[src/rtl/fpm_pkg.sv]
package fpm_pkg;
  typedef enum logic [1:0] {
    ST_IDLE = 2'd0,
    ST_MUL  = 2'd1,
    ST_NORM = 2'd2
  } fpm_state_e;
endpackage

[src/rtl/fpm_exp_unit.sv]
module fpm_exp_unit #(
  parameter int EXP_W = 6,
  parameter int BIAS  = 32
) (
  input  logic [EXP_W-1:0] a_exp_i,
  input  logic [EXP_W-1:0] b_exp_i,
  output logic [EXP_W-1:0] sum_o
);
  localparam int SW = EXP_W + 2;
  localparam logic [SW-1:0] BIAS_V = SW'(BIAS);

  logic [SW-1:0] raw;
  // double bias from the add, one removed
  assign raw   = {2'b00, a_exp_i} + {2'b00, b_exp_i} - BIAS_V;
  assign sum_o = raw[EXP_W-1:0];
endmodule

[src/rtl/fpm_mant_mul.sv]
module fpm_mant_mul #(
  parameter int MAN_W = 8
) (
  input  logic               clk_i,
  input  logic               rst_ni,
  input  logic               load_i,
  input  logic [MAN_W-1:0]   mcand_i,
  input  logic [MAN_W-1:0]   mplier_i,
  output logic               last_o,
  output logic [2*MAN_W-1:0] prod_o
);
  localparam int CNT_W = $clog2(MAN_W + 1);
  localparam logic [CNT_W-1:0] CNT_INIT = CNT_W'(MAN_W);
  localparam logic [CNT_W-1:0] CNT_ONE  = CNT_W'(1);

  logic [MAN_W-1:0] acc_q, q_q, b_q;
  logic [CNT_W-1:0] cnt_q;
  logic [MAN_W:0]   sum;

  assign sum    = {1'b0, acc_q} + (q_q[0] ? {1'b0, b_q} : '0);
  assign last_o = (cnt_q == CNT_ONE);
  assign prod_o = {acc_q, q_q};

  always_ff @(posedge clk_i or negedge rst_ni) begin
    if (!rst_ni) begin
      acc_q <= '0;
      q_q   <= '0;
      b_q   <= '0;
      cnt_q <= '0;
    end else if (load_i) begin
      acc_q <= '0;
      q_q   <= mplier_i;
      b_q   <= mcand_i;
      cnt_q <= CNT_INIT;
    end else if (cnt_q != '0) begin
      acc_q <= sum[MAN_W:1];
      q_q   <= {sum[0], q_q[MAN_W-1:1]};
      cnt_q <= cnt_q - CNT_ONE;
    end
  end


  cnt_range_chk: assert property (@(posedge clk_i) disable iff (!rst_ni)
    cnt_q <= CNT_INIT);
endmodule

[src/rtl/fpm_seq_top.sv]
module fpm_seq_top
  import fpm_pkg::*;
#(
  parameter int MAN_W = 8,
  parameter int EXP_W = 6,
  parameter int BIAS  = 2 ** (EXP_W - 1)
) (
  input  logic             clk_i,
  input  logic             rst_ni,
  input  logic             start_i,
  input  logic             a_sign_i,
  input  logic [MAN_W-1:0] a_man_i,
  input  logic [EXP_W-1:0] a_exp_i,
  input  logic             b_sign_i,
  input  logic [MAN_W-1:0] b_man_i,
  input  logic [EXP_W-1:0] b_exp_i,
  output logic             p_sign_o,
  output logic [MAN_W-1:0] p_man_o,
  output logic [EXP_W-1:0] p_exp_o,
  output logic             done_o
);
  localparam int PROD_W = 2 * MAN_W;
  localparam logic [EXP_W-1:0] EXP_ONE = EXP_W'(1);

  fpm_state_e        state_q;
  logic              sign_q, norm_in_q;
  logic [EXP_W-1:0]  exp_q, exp_sum;
  logic              zero_in, accept, mul_load, mul_last;
  logic [PROD_W-1:0] prod;
  logic              p_sign_q, done_q;
  logic [MAN_W-1:0]  p_man_q;
  logic [EXP_W-1:0]  p_exp_q;

  assign zero_in  = (a_man_i == '0) || (b_man_i == '0);
  assign accept   = (state_q == ST_IDLE) && start_i;
  assign mul_load = accept && !zero_in;

  fpm_exp_unit #(.EXP_W(EXP_W), .BIAS(BIAS)) i_exp (
    .a_exp_i (a_exp_i),
    .b_exp_i (b_exp_i),
    .sum_o   (exp_sum)
  );

  fpm_mant_mul #(.MAN_W(MAN_W)) i_mul (
    .clk_i    (clk_i),
    .rst_ni   (rst_ni),
    .load_i   (mul_load),
    .mcand_i  (a_man_i),
    .mplier_i (b_man_i),
    .last_o   (mul_last),
    .prod_o   (prod)
  );

  always_ff @(posedge clk_i or negedge rst_ni) begin
    if (!rst_ni) begin
      state_q   <= ST_IDLE;
      sign_q    <= 1'b0;
      exp_q     <= '0;
      norm_in_q <= 1'b0;
      p_sign_q  <= 1'b0;
      p_man_q   <= '0;
      p_exp_q   <= '0;
      done_q    <= 1'b0;
    end else begin
      done_q <= 1'b0;
      unique case (state_q)
        ST_IDLE: if (start_i) begin
          if (zero_in) begin
            p_sign_q <= 1'b0;
            p_man_q  <= '0;
            p_exp_q  <= '0;
            done_q   <= 1'b1;
          end else begin
            sign_q    <= a_sign_i ^ b_sign_i;
            exp_q     <= exp_sum;
            norm_in_q <= a_man_i[MAN_W-1] & b_man_i[MAN_W-1];
            state_q   <= ST_MUL;
          end
        end
        ST_MUL: if (mul_last) state_q <= ST_NORM;
        ST_NORM: begin
          p_sign_q <= sign_q;
          if (prod[PROD_W-1]) begin
            p_man_q <= prod[PROD_W-1:MAN_W];
            p_exp_q <= exp_q;
          end else begin
            p_man_q <= prod[PROD_W-2:MAN_W-1];
            p_exp_q <= exp_q - EXP_ONE;
          end
          done_q  <= 1'b1;
          state_q <= ST_IDLE;
        end
        default: state_q <= ST_IDLE;
      endcase
    end
  end

  assign p_sign_o = p_sign_q;
  assign p_man_o  = p_man_q;
  assign p_exp_o  = p_exp_q;
  assign done_o   = done_q;


  zero_fast_chk: assert property (@(posedge clk_i) disable iff (!rst_ni)
    accept && zero_in |=> done_o && !p_sign_o && p_man_o == '0 && p_exp_o == '0);

  norm_once_chk: assert property (@(posedge clk_i) disable iff (!rst_ni)
    state_q == ST_NORM && norm_in_q |-> prod[PROD_W-1] || prod[PROD_W-2]);

  done_pulse_chk: assert property (@(posedge clk_i) disable iff (!rst_ni)
    done_o |=> !done_o || $past(accept && zero_in));

  out_hold_chk: assert property (@(posedge clk_i) disable iff (!rst_ni)
    !done_o |-> $stable(p_man_o) && $stable(p_exp_o) && $stable(p_sign_o));

  start_ignore_chk: assert property (@(posedge clk_i) disable iff (!rst_ni)
    start_i && state_q != ST_IDLE |=> $stable(exp_q) && $stable(sign_q));
endmodule

[config.mk]
export PLATFORM = sky130hd
export DESIGN_NAME = fpm_seq_top
export DESIGN_NICKNAME = d
export VERILOG_FILES = /design/src/rtl/fpm_pkg.sv /design/src/rtl/fpm_exp_unit.sv /design/src/rtl/fpm_mant_mul.sv /design/src/rtl/fpm_seq_top.sv
export SDC_FILE = /design/constraint.sdc
export NUM_CORES = 1
export LEC_CHECK = 0
export CELL_PAD_IN_SITES_DETAIL_PLACEMENT = 1
export CELL_PAD_IN_SITES_GLOBAL_PLACEMENT = 1
export CORE_UTILIZATION = 38
export CTS_CLUSTER_DIAMETER = 30
export CTS_CLUSTER_SIZE = 14
export DETAILED_ROUTE_END_ITERATION = 8
export HOLD_SLACK_MARGIN = 0.06
export PLACE_DENSITY = 0.81
export SYNTH_ARGS = -nofsm -noshare
export SYNTH_HDL_FRONTEND = slang
export SYNTH_HIERARCHICAL = 1
export SYNTH_SLANG_ARGS = --single-unit
export TNS_END_PERCENT = 5
[constraint.sdc]
create_clock -name clk_i -period 2.1 [get_ports clk_i]
set_clock_uncertainty 0.05 [all_clocks]
set_input_delay 0.42 -clock clk_i [delete_from_list [all_inputs] [get_ports clk_i]]
set_output_delay 0.42 -clock clk_i [all_outputs]
set_load 0.1 [all_outputs]
* Yosys cells after proc, flatten, opt, wreduce, memory -nomap -nowiden
Cells that the tools add are included.
** Storage, ports and cells
- Flip-flop bits (word level) :: 53
- Latch bits :: 0
- Memory bits (writable) :: 0
- Memory bits (read-only) :: 0
- Input port bits :: 33
- Output and inout bits :: 16
- Logic and storage cells :: 63
- Memories kept :: 0
** Cells by class
- Add/subtract/negate cells :: 5
- Multipliers :: 0
- Divide/modulo/power cells :: 0
- Order comparisons :: 0
- Equal/unequal tests :: 7
- Shifts and indexed selects :: 0
- Mux-type cells :: 25
- Bitwise logic cells :: 2
- Reduce and logical (&&, ||, !) cells :: 13
** Operators by type and width (count)
- $mux 8 :: 8
- $mux 6 :: 3
- $logic_not 8->1 :: 2
- $pmux 8 s2 :: 1
- $pmux 6 s2 :: 1
- $add 8x9->9 :: 1
- $reduce_and 3->1 :: 3
- $mux 4 :: 2
- $add 6x6->6 :: 1
- $mux 2 :: 3
- $ne 2x2->1 const B :: 3
- $sub 6x1->6 const B :: 1
- $sub 6x6->6 const B :: 1
- $eq 4x1->1 const B :: 1
- $mux 1 :: 4
- $pmux 1 s2 :: 2
- $pmux 2 s2 :: 1
- $reduce_bool 2->1 :: 2
- $reduce_bool 4->1 :: 1
- $sub 4x1->4 const B :: 1
- $eq 2x1->1 const B :: 1
- $eq 2x2->1 const B :: 1
- $logic_and 1x1->1 :: 2
- $logic_not 2->1 :: 1
- 5 further kinds :: 5

* Depth between registers and ports, before layout
- Depth in word-level cells :: 5
- Mapped depth :: 9
- Mapped depth without buffers :: 9

* Hierarchy
Netlist, hierarchy kept.
** By module, submodules not included
- fpm_mant_mul :: instances 1, cells an instance 158, area each 1621.6 um^2, seq. area each 700.7 um^2
- fpm_seq_top :: instances 1, cells an instance 110, area each 1194.9 um^2, seq. area each 625.6 um^2
- fpm_exp_unit :: instances 1, cells an instance 24, area each 224.0 um^2, seq. area each 0.0 um^2

* Least setup slack after synthesis
Ideal clock, no wire load.
- Path kind :: register to register
- Start :: register i_mul.q_q[0]
- End :: register i_mul.acc_q[7]
- Data arrival time :: 1.868 ns
- Required time :: 1.930 ns
- Setup slack :: 0.063 ns
- Stages on the path, launching flop included :: 8
- Path buffers :: 0
- Path through :: dfrtp_1 and2_1 ha_1 fa_1 a211o_1 a21oi_1 o211ai_1 and3_1
** Between the ends
- Word-level cells in the longest chain between the ends :: 4
** RTL lines
- start, declared :: RTL line fpm_mant_mul.sv:16 : logic [MAN_W-1:0] acc_q, q_q, b_q;
- start signal, assigned :: RTL line fpm_mant_mul.sv:32 : q_q <= mplier_i;
- start signal, assigned :: RTL line fpm_mant_mul.sv:37 : q_q <= {sum[0], q_q[MAN_W-1:1]};
- $mux 8 :: RTL line fpm_mant_mul.sv:20 : assign sum = {1'b0, acc_q} + (q_q[0] ? {1'b0, b_q} : '0);
- $add 8x9->9 :: RTL line fpm_mant_mul.sv:20
- $mux 8 :: RTL line fpm_mant_mul.sv:35 : end else if (cnt_q != '0) begin
- $mux 8 :: RTL line fpm_mant_mul.sv:30 : end else if (load_i) begin
- end signal, assigned :: RTL line fpm_mant_mul.sv:36 : acc_q <= sum[MAN_W:1];
- end, declared :: RTL line fpm_mant_mul.sv:16
Every way passes these cells. The select of a mux whose other input is x is not followed.
A chain may end at the register's enable or synchronous reset.

* Final worst setup path
- Start :: input a_exp_i[2]
- End :: register exp_q[5]
** Between the ends
- Word-level cells in the longest chain between the ends :: 2
** RTL lines
- start, declared :: RTL line fpm_seq_top.sv:13 : input logic [EXP_W-1:0] a_exp_i,
- $add 6x6->6 :: RTL line fpm_exp_unit.sv:14 : assign raw = {2'b00, a_exp_i} + {2'b00, b_exp_i} - BIAS_V;
- $sub 6x6->6 :: RTL line fpm_exp_unit.sv:14
- named net exp_sum[5] :: RTL line fpm_seq_top.sv:27 : logic [EXP_W-1:0] exp_q, exp_sum;
- end signal, assigned :: RTL line fpm_seq_top.sv:75 : exp_q <= exp_sum;
- end, declared :: RTL line fpm_seq_top.sv:27
The timed path passes the listed nets, and every way through them passes these cells.

==> results.md <==
* Status: finished clean
* RD Place Congestion at about 0.86
* I/O pin count at 49
* CP Launch Type: input port
* Number of port buffers at 48
* Die height at around 91 um
* Final slew viol count at 0
* Clk buf depth at 2
* Area growth from synthesis to layout at 30.5%
* Maximum clock rate at around 480 MHz
* Post-synth EDFFs at 0
* Vias in the first global route at approximately 2.7k
* Clk root buf: clkbuf_8
* Layout cells sized above 1 at 25.1%
* Vias at about 2.4k
* Cell Area, Synth at slightly above 0.003 mm^2
* Rel. slew slack at 69.9%
* Site Rows at 32
* Cts bufs inserted at 5
* Worst EP arrival at between 2000 and 2500 ps
* RSZ-0062 raised after global routing: true
* Crit path time final at around 2100 ps
* Slew @ Worst Pin at roughly 450 ps
* Initial core utilization at 39.3%
* Area of the core at 0.00773 mm^2
* Via density at 5.17
* GRT Overall Usage at a little under a fifth
* Worst VDD drop at roughly 530 uV
* Final hold violation count at 0
* Async SR Flop Fraction at 100%
* Global-route wire length before repair at about 12000 um
* Cell variety after synth at 50
* Worst-path clk slew at 90 ps
* Drt drc at 0
* Wire length per cell at 15.4 um
* R2R setup slack at around 50 ps
* Initial antenna violation count at 0
* ANT nets after route at 0
* Post-route clock period utilization at just under 100%
* WP buf/inv at 3
* Htree depth at 2
* Worst-Skew Late Latency at about 300 ps
* PwrDens at about 1500 mW/mm^2
* # setup viols final at 0
* Final layout net count at 420
* Maximum single-stage delay on the critical path at between 400 and 500 ps
* TritonCTS clock tree: yes
* Layout Utilization at between 50% and 60%
* Ant diodes at 0
* HP Class: input port to flop
* Sequential share of the synthesized area at around 44%
* Synth Flop Type: dfrtp_1
* # placed instances at 459
* Commonest non-fill, non-tap cell in the layout: dfrtp_1
* WL final at 7210 um
* Final Non-Filler Cells at between 400 and 500
* CP cell instances: clkdlybuf4s50_1 > ha_1 > inv_1 > fa_2 > inv_2 > a21o_1 > a21oi_2 > xnor2_1 > mux2_4
* Most frequent cells in the layout: 53 x dfrtp_1, 43 x buf_4, 34 x nand2_1, 28 x clkdlybuf4s50_1, 18 x ha_1
* Max cap viols at 0
* CP Data Required Time at 2250 ps
* Syn nets at 347
* FF+latch count, synth at 53
* Post-Synthesis Cells at between 200 and 300
* Die ar. at ~0.0084 mm^2
* Total gr overflow at 0
* Clk sinks at between 50 and 60
* Drt initial violations at 53
* Leak pwr at around 1.8 nW
* DP HPWL at around 5600 um
* Critical Path Slowest Stage Cell: clkdlybuf4s50_1
* Largest net degree at the start of global routing at 29
* CP endpoint kind: flop
* Yosys warning count at 6
* CP max FO at 2
* Die W at 91.5 um
* Top delay family on crit path: adder cells
* Pre-antenna DRT Iters at 4
* Worst setup path class: input port to flop
* Avg Inst Size Synth at ~10 um^2
-- per-layer routing --
layer | GRT usage, % | wire length [um]
met2 | 33.8 | 3710
met5 | 0 | 0
met4 | 4.89 | 93
met1 | 21.7 | 3190
met3 | 3.35 | 218
-- worst register-to-register path: stages, from the launching register on --
cell	delay, ps
dfrtp_1	410
and2_1	150
ha_2	180
fa_2	340
a211o_1	330
a21oi_2	210
o211ai_1	100
and3_1	170
-- cell usage after synthesis (3+ instances only) --
cell type  count  area share, %
nor4_1         5            1.0
inv_1         14            1.7
o22ai_1       12            2.5
xnor2_1        9            2.6
nor3_1         3           0.49
a211oi_1       5            1.2
o21a_1         3           0.74
mux2i_1       16            5.3
a21oi_1        8            1.3
clkbuf_1       4           0.49
a21o_1         5            1.2
nor2_1         9            1.1
a211o_1        3           0.86
mux2_2        15            5.6
and2_1         9            1.9
and3_1         3           0.62
o21ai_0       14            2.3
buf_2          6           0.99
nand2_1       34            4.2
xor2_1         4            1.2
ha_1          20            8.2
nand3b_1       3           0.74
dfrtp_1       53             44
-- flip-flops by register name, indices dropped and copies added, names as in the netlist --
name         count
i_mul/cnt_q      4
p_sign_o         1
p_man_o          8
i_mul/b_q        8
sign_q           1
i_mul/q_q        8
done_o           1
i_mul/acc_q      8
p_exp_o          6
exp_q            6
state_q          2
-- where the power goes --
group	leakage [nW]	total, mW	internal (mW)	switching, mW
logic	1.12	3.26	1.26	1.99
clock network	0.0585	0.717	0.389	0.328
registers	0.656	1.85	1.47	0.380
-- cells by family (layout without fill, tap and decap cells) --
logic type,count (synthesis),count (layout),share of synthesized area (%)
AOI/OAI and AO/OA,62,62,13.5
xor gates and xnor gates,13,13,3.74
adders and majority gates,22,22,9.55
buffers and inverters,26,100,3.58
DFF,53,53,43.6
muxes,31,31,10.8
and+or+nand+nor,85,85,15.2
-- stage by stage --
stage               hold WS [ps]  power (mW)  worst slack (ps)  setup TNS, ps  instance area (um^2)
floorplan                   74.4        4.13              62.6              0                  3040
global placement             342        4.85              -367          -8020                  3780
detailed placement           345        5.03              -450          -9160                  3780
CTS                          449        5.82             -2.05          -2.05                  3930
global route                 382        6.21             -37.3          -83.5                  3970
finish                       360        5.83              16.5              0                  3970
-- area by class of cell --
| class | count | area (um^2) |
|---|---|---|
| repair buffers | 78 | 683 |
| inverters | 14 | 52.6 |
| fillers | 867 | 3760 |
| well taps | 102 | 128 |
| clock inverters | 1 | 30.0 |
| clock buffers | 7 | 86.3 |
| multi-input cells | 213 | 1660 |
| flip-flops and latches | 53 | 1330 |
-- final timing paths --
path / from / endpoint / depth (start not counted)
min reg2reg: sign_q$_DFFE_PN0P_ / p_sign_o$_DFFE_PN0P_ / 2
min: a_man_i[1] / i_mul/b_q[1]$_DFFE_PN0P_ / 2
max: a_exp_i[2] / exp_q[5]$_DFFE_PN0P_ / 9
max reg2reg: i_mul/q_q[0]$_DFFE_PN0P_ / i_mul/acc_q[7]$_DFFE_PN0P_ / 7
max in group asynchronous: rst_ni / exp_q[3]$_DFFE_PN0P_ / 3
min in group asynchronous: rst_ni / i_mul/b_q[1]$_DFFE_PN0P_ / 2
-- repair_timing --
item / in CTS / in global routing
gates resized for setup: 12 / 13
pin swaps: 7 / 6
hold buffers: 1 / 0
setup buffers: 0 / 0
endpoints found under the hold margin: 18 / 0
setup endpoints to repair: 5 / 6
cloned: 0 / 0
Power figures use the tool's default switching activity.
